===== config.mk =====
export PLATFORM = sky130hd
export DESIGN_NAME = byte_timer
export DESIGN_NICKNAME = d
export VERILOG_FILES = /design/src/rtl/tmr_pkg.sv /design/src/rtl/tmr_prescale.sv /design/src/rtl/tmr_edgesync.sv /design/src/rtl/byte_timer.sv
export SDC_FILE = /design/constraint.sdc
export NUM_CORES = 1
export LEC_CHECK = 0
export ABC_AREA = 1
export CAP_MARGIN = 20
export CORE_MARGIN = 5
export CORE_UTILIZATION = 55
export DETAILED_ROUTE_END_ITERATION = 7
export PLACE_DENSITY_LB_ADDON = 0.25
export SLEW_MARGIN = 20
export SYNTH_ARGS = -nofsm -noshare
export SYNTH_HDL_FRONTEND = slang
export SYNTH_SLANG_ARGS = --single-unit

===== constraint.sdc =====
create_clock -name clk -period 2.39 [get_ports clk]
set_input_delay 0.239 -clock clk [delete_from_list [all_inputs] [get_ports clk]]
set_output_delay 0.239 -clock clk [all_outputs]
set_load 0.05 [all_outputs]

===== src/rtl/tmr_pkg.sv =====
package tmr_pkg;

    // Data width of the register bus and of the counter
    localparam int DW = 8;

    // Register addresses
    localparam logic [1:0] A_CTRL = 2'd0;
    localparam logic [1:0] A_CNT  = 2'd1;
    localparam logic [1:0] A_FLAG = 2'd2;
    localparam logic [1:0] A_MASK = 2'd3;

    // Write-only prescaler restart command in the control register
    localparam int CTRL_PRST_BIT = 3;

    // Number of divided rates taken from the prescaler
    localparam int N_DIV = 4;

    // Clock-select codes
    typedef enum logic [2:0] {
        CS_STOP     = 3'd0,
        CS_DIV1     = 3'd1,
        CS_DIV8     = 3'd2,
        CS_DIV64    = 3'd3,
        CS_DIV256   = 3'd4,
        CS_DIV1024  = 3'd5,
        CS_EXT_FALL = 3'd6,
        CS_EXT_RISE = 3'd7
    } clksel_e;

    // Prescaler bit count whose all-ones state marks a divided tick:
    // index 0 -> /8, 1 -> /64, 2 -> /256, 3 -> /1024
    function automatic int div_tap(input int idx);
        case (idx)
            0:       return 3;
            1:       return 6;
            2:       return 8;
            default: return 10;
        endcase
    endfunction

    typedef struct packed {
        clksel_e       cs;
        logic [DW-1:0] cnt;
        logic          ovf;
        logic          msk;
    } tmr_state_t;

endpackage


===== src/rtl/tmr_prescale.sv =====
module tmr_prescale
    import tmr_pkg::*;
#(
    parameter int W = 10   // must cover the widest tap, div_tap(N_DIV-1)
) (
    input  logic             clk,
    input  logic             rst_n,
    input  logic             clr,
    output logic [N_DIV-1:0] ticks
);

    logic [W-1:0] pre_d, pre_q;

    always_comb begin
        pre_d = clr ? '0 : pre_q + 1'b1;
    end

    always_ff @(posedge clk or negedge rst_n) begin
        if (!rst_n) pre_q <= '0;
        else        pre_q <= pre_d;
    end

    // A tap fires while its low bits are all ones: once per 2**tap cycles
    for (genvar i = 0; i < N_DIV; i++) begin : g_tap
        localparam int TB = div_tap(i);
        assign ticks[i] = &pre_q[TB-1:0];
    end

endmodule


===== src/rtl/tmr_edgesync.sv =====
module tmr_edgesync #(
    parameter int STAGES = 2   // at least 2
) (
    input  logic clk,
    input  logic rst_n,
    input  logic pin,
    output logic rise,
    output logic fall
);

    typedef struct packed {
        logic [STAGES-1:0] sh;
        logic              last;
    } sync_t;

    sync_t s_d, s_q;
    logic  synced;

    assign synced = s_q.sh[STAGES-1];

    always_comb begin
        s_d      = s_q;
        s_d.sh   = {s_q.sh[STAGES-2:0], pin};
        s_d.last = synced;
    end

    always_ff @(posedge clk or negedge rst_n) begin
        if (!rst_n) s_q <= '0;
        else        s_q <= s_d;
    end

    assign rise = synced & ~s_q.last;
    assign fall = ~synced & s_q.last;

endmodule


===== src/rtl/byte_timer.sv =====
module byte_timer
    import tmr_pkg::*;
#(
    parameter int PRE_W       = 10,
    parameter int SYNC_STAGES = 2
) (
    input  logic          clk,
    input  logic          rst_n,
    input  logic [1:0]    bus_addr,
    input  logic          bus_wr,
    input  logic [DW-1:0] bus_wdata,
    output logic [DW-1:0] bus_rdata,
    input  logic          ext_pin,
    output logic          irq
);

    localparam int CS_W = $bits(clksel_e);

    tmr_state_t       st_d, st_q;
    logic             wr_ctrl, wr_cnt, wr_flag, wr_mask;
    logic             prst;
    logic [N_DIV-1:0] div_ticks;
    logic             ext_rise, ext_fall;
    logic             tick;
    logic             wrap;

    // Write decode
    always_comb begin
        wr_ctrl = bus_wr && (bus_addr == A_CTRL);
        wr_cnt  = bus_wr && (bus_addr == A_CNT);
        wr_flag = bus_wr && (bus_addr == A_FLAG);
        wr_mask = bus_wr && (bus_addr == A_MASK);
    end

    // The restart command is a one-cycle pulse; it is never stored
    assign prst = wr_ctrl & bus_wdata[CTRL_PRST_BIT];

    tmr_prescale #(.W(PRE_W)) u_pre (
        .clk   (clk),
        .rst_n (rst_n),
        .clr   (prst),
        .ticks (div_ticks)
    );

    tmr_edgesync #(.STAGES(SYNC_STAGES)) u_sync (
        .clk   (clk),
        .rst_n (rst_n),
        .pin   (ext_pin),
        .rise  (ext_rise),
        .fall  (ext_fall)
    );

    // Count-enable selection
    always_comb begin
        case (st_q.cs)
            CS_DIV1:     tick = 1'b1;
            CS_DIV8:     tick = div_ticks[0];
            CS_DIV64:    tick = div_ticks[1];
            CS_DIV256:   tick = div_ticks[2];
            CS_DIV1024:  tick = div_ticks[3];
            CS_EXT_FALL: tick = ext_fall;
            CS_EXT_RISE: tick = ext_rise;
            default:     tick = 1'b0;
        endcase
    end

    assign wrap = tick && !wr_cnt && (st_q.cnt == {DW{1'b1}});

    // Next-state logic
    always_comb begin
        st_d = st_q;
        if (wr_ctrl) st_d.cs  = clksel_e'(bus_wdata[CS_W-1:0]);
        if (wr_mask) st_d.msk = bus_wdata[0];
        if (wr_cnt)    st_d.cnt = bus_wdata;
        else if (tick) st_d.cnt = st_q.cnt + 1'b1;
        // Setting on a wrap wins over a clear written in the same cycle
        if (wr_flag && bus_wdata[0]) st_d.ovf = 1'b0;
        if (wrap)                    st_d.ovf = 1'b1;
    end

    always_ff @(posedge clk or negedge rst_n) begin
        if (!rst_n) st_q <= '{cs: CS_STOP, cnt: '0, ovf: 1'b0, msk: 1'b0};
        else        st_q <= st_d;
    end

    // Read mux
    always_comb begin
        case (bus_addr)
            A_CTRL:  bus_rdata = {{(DW-CS_W){1'b0}}, st_q.cs};
            A_CNT:   bus_rdata = st_q.cnt;
            A_FLAG:  bus_rdata = {{(DW-1){1'b0}}, st_q.ovf};
            default: bus_rdata = {{(DW-1){1'b0}}, st_q.msk};
        endcase
    end

    assign irq = st_q.ovf & st_q.msk;

endmodule


-- Yosys cells after proc, flatten, opt, wreduce, memory -nomap -nowiden
Index checks and enable logic that the tools add are counted.
- divide/modulo/power cells: 0
- magnitude comparators: 0
- eq/ne operators: 11
- multiply operators: 0
- multiplexer cells: 7
- reductions and logical operators: 15
- add/subtract/negate cells: 2
- bitwise logic cells: 6
- shift operators: 0
- operator list (kind ; count):
    $pmux W8 S3 ; 1
    $mux W8 ; 2
    $eq A3 B3 Y1 const B ; 4
    $add A10 B1 Y10 const B ; 1
    $mux W10 ; 1
    $reduce_and A10 Y1 ; 1
    $add A8 B1 Y8 const B ; 1
    $eq A8 B8 Y1 const B ; 1
    $reduce_and A8 Y1 ; 1
    $logic_and A1 B1 Y1 ; 7
    $pmux W1 S7 ; 1
    $eq A3 B2 Y1 const B ; 2
    $reduce_and A6 Y1 ; 1
    $and A1 B1 Y1 ; 4
    $eq A2 B2 Y1 const B ; 2
    $reduce_bool A2 Y1 ; 2
    $eq A3 B1 Y1 const B ; 1
    $reduce_and A3 Y1 ; 1
    $eq A2 B1 Y1 const B ; 1
    $logic_not A2 Y1 ; 1
    $mux W1 ; 2
    $not A1 Y1 ; 2
    $logic_not A1 Y1 ; 1
- memory bits (read-only): 0
- output and inout port bits: 9
- register bits: 26
- memory bits (writable): 0
- input port bits: 14
- memories: 0
- logic and storage cells: 48
- latch bits: 0

-- Longest topological paths before layout
- depth in word-level cells: 6
- depth in mapped cells: 9
- mapped depth without buffers: 9

-- Cells and area by module
Synthesis repeated with hierarchy kept, for this count alone.
- cell total of the unflattened synthesis: 214
- area, all modules: 1562.7 sq um
- modules (own cells, without submodules) (module ; seq. area each (sq um) ; instances ; area each (sq um) ; cells each):
    byte_timer ; 325.3 ; 1 ; 985.9 ; 150
    tmr_prescale ; 250.2 ; 1 ; 486.7 ; 57
    tmr_edgesync ; 75.1 ; 1 ; 90.1 ; 7

-- Least setup slack after synthesis
Ideal clock, no wire load.
- path type: reg-to-output
- start: register st_q[12] in the netlist's numbering
- end: output bus_rdata[2]
- arrival time: 1.545 ns
- path slack: 0.606 ns
- cell stages (with the launch flop): 3
- buffers on the path: 0
- required time: 2.151 ns
- path through: dfrtp_1 > inv_1 > o21ai_0
- word-level cells in the longest chain between the ends: 1
- RTL lines (what ; RTL line ; source):
    from (decl) ; byte_timer.sv:19 ; tmr_state_t st_d, st_q;
    from (signal assigned) ; byte_timer.sv:82 ; if (!rst_n) st_q <= '{cs: CS_STOP, cnt: '0, ovf: 1'b0, msk: 1'b0};
    from (signal assigned) ; byte_timer.sv:83 ; else st_q <= st_d;
    $pmux W8 S3 ; byte_timer.sv:88 ; case (bus_addr)
    to (decl) ; byte_timer.sv:12 ; output logic [DW-1:0] bus_rdata,
No other way between the ends.

-- Worst setup path in the final report
- start: register st_q[0] in the netlist's numbering
- end: output irq
- word-level cells in the longest chain between the ends: 1
- RTL lines (what ; RTL line ; source):
    $and A1 B1 Y1 ; byte_timer.sv:96 ; assign irq = st_q.ovf & st_q.msk;
    to (decl) ; byte_timer.sv:14 ; output logic irq
No other way between the ends.

==> results.json <==
{
  "totalWireLength_um": 3293,
  "swShare_pct": 39.43,
  "grt_pass1_vias": 1365,
  "finalMaxSlewViolations": 0,
  "cts_tree": "done",
  "ys_seq_area_share_pct": 42.83,
  "ctsHoldBuffers": 0,
  "core.rowCount": 19,
  "n_fill_cell": 234,
  "synth_seq_cells": 26,
  "post_cts_buffers": 0,
  "fin_total_pwr_mw": 1.575,
  "synthTopCellsByArea": "dfrtp_1 (43%), nand2_1 (16%), inv_1 (5.4%)",
  "die_height_um": 62.55,
  "numCtsBuffers": 3,
  "finalHoldViolCount": 0,
  "place.gp.congestion": 0.8429,
  "internal-power_mw": 0.9539,
  "r2r_cells": 9,
  "viasPerCell": 5.331,
  "irDropWorstVdd_v": 0.0005851,
  "cp_data_arrival_time_ns": 1.63,
  "yosysWarnings": 0,
  "drt_first_pass_iters": 4,
  "antenna_found_initial": 0,
  "power_density_mw_per_mm2": 872.3,
  "grt_overflow_total": 0,
  "syn2layout_area_growth_pct": 18.86,
  "max_freq_ghz": 0.5349,
  "core_mm2": 0.002710,
  "grt_pass1_wl_um": 5851,
  "dieWidth_um": 62.55,
  "place.port_buffers": 22,
  "root_buffer": "clkbuf_4",
  "min_period_ns": 1.869,
  "p_comb_share_pct": 36.4,
  "synth_area_per_cell_um2": 7.557,
  "cts_buffer_depth": 2,
  "whs_ns": 0.2505,
  "cts.htree.levels": 1,
  "power_frac_seq_pct": 44.4,
  "ant_nets": 0,
  "final_common_cell": "nand2_1",
  "remaining_drc_errors": 0,
  "nNetsFinal": 244,
  "clk_pin_slew_worst_paths_ns": 0.14,
  "synthCells": 201,
  "synth_cell_types": 27,
  "drive_above_1_share_pct": 13.27,
  "most-common-layout-cells": "nand2_1 (64), dfrtp_1 (26), inv_1 (22), nor2_1 (15), clkdlybuf4s50_1 (14)",
  "initial_core_util_pct": 56.05,
  "diodes": 0,
  "maxCapViolCount": 0,
  "crit_type": "reg -> out",
  "holdCritPathClass": "in -> async",
  "netlist_area_mm2": 0.001519,
  "yosysTopAreaCell": "dfrtp_1",
  "pin_count": 23,
  "worstMarginPinSlew_ns": 0.5090,
  "setup_violations": 0,
  "dpl.hpwl_um": 2538,
  "synth_top_area_share_pct": 42.83,
  "vias": 1370,
  "grt_start_max_net_pins": 27,
  "cts.sinks": 26,
  "relSlewSlack_pct": 65.96,
  "wire_per_inst_um": 12.81,
  "syn_nets": 218,
  "die_area_mm2": 0.003913,
  "power.leakage_nw": 0.9107,
  "p_sw_mw": 0.6211,
  "setup_slack_ns": 0.5207,
  "fin_crit_sh_pct": 78.22,
  "place_ws_ns": 0.6947,
  "cts_resized": 0,
  "fin_setup_tns_ns": 0,
  "cp-start-kind": "flop",
  "rsz0062_at_grt": "no",
  "grt_use_total_pct": 18.11,
  "required_ns": 2.15,
  "worst_clock_skew_ns": 0.003592,
  "status": "finished, final reports clean",
  "end_kind": "primary output",
  "critPathMaxFanout": 3,
  "drt_iter0_markers": 58,
  "pwr-share-clk_pct": 19.2,
  "clkLatencyLatePin_ns": 0.33
}
==> through the flow <==
stage	cell area (µm²)	cells	utilization, %
after global routing	1805	257	66.62
after detailed placement	1753	253	64.68
final	1805	257	66.62
after CTS	1805	257	66.62
after floorplan	1519	201	-
after global placement	1753	253	64.68
==> power groups by stage <==
| stage | clock, mW | combinational (mW) | sequential [mW] |
|---|---|---|---|
| 4_1_cts | 0.313 | 0.575 | 0.696 |
| 2_1_floorplan | 0 | 0.436 | 0.671 |
| 6_report | 0.303 | 0.573 | 0.699 |
| 3_3_place_gp | 0 | 0.550 | 0.696 |
| 3_5_place_dp | 0 | 0.571 | 0.704 |
| 5_1_grt | 0.336 | 0.646 | 0.720 |
==> worst max-delay path: stages, from the launching register on <==
cell,delay (ns)
dfrtp_1,0.39
nand2_1,0.07
inv_1,0.05
clkdlybuf4s50_1,0.80
==> registers in the layout, indices dropped and copies added, names as in the netlist <==
| signal | cells |
|---|---|
| u_pre.pre_q | 10 |
| u_sync.s_q | 1 |
| st_q | 13 |
| u_sync.s_d | 2 |
==> cell usage after synthesis, drive strengths merged <==
library cell  instances
inv                  26
o2111ai               1
buf                   2
nand3                12
nor3                  4
dfrtp                26
xor2                  4
or2                   2
nor2                 19
o21bai                1
o21ai                14
ha                    3
nand2                70
nand4                 9
a21oi                 6
xnor2                 1
a31oi                 1
==> routing by layer <==
layer,wire [µm],up-vias,GRT usage [%]
met1,1494,621,24.17
met3,187,7,3.058
li1,-,697,-
met4,53,0,6.897
met5,0,-,0
met2,1558,45,29.27
==> layout make-up <==
cell class,instances,area (µm²),share of cell area [%]
clock buffers,3,22.52,1.247
clock inverters,1,30.03,1.663
inverters,26,97.59,5.405
multi-input cells,147,758.2,42.00
flip-flops and latches,26,650.6,36.04
well taps,31,38.79,2.148
repair buffers,23,207.7,11.50
==> logic make-up after synthesis <==
kind of cell / Yosys count / share of synthesized area [%]
simple gates: 116 / 36.24
buf+inv: 28 / 7.248
flops: 26 / 42.83
compound gates: 23 / 8.320
xor+xnor: 5 / 2.883
fa+ha+maj: 3 / 2.471
==> worst paths after layout <==
| check | start | end | slack [ns] |
|---|---|---|---|
| setup / recovery | st_q[0] | irq | 0.52 |
| hold / removal | rst_n | st_q[8] | 0.25 |
| setup reg to reg | u_pre.pre_q[0] | st_q[3] | 0.81 |
| hold reg to reg | u_sync.s_d[2] | u_sync.s_d[0] | 0.37 |
| max in group asynchronous | rst_n | st_q[0] | 1.89 |
| min in group clk | ext_pin | u_sync.s_d[2] | 0.34 |
(Power assumes the default switching activity.)
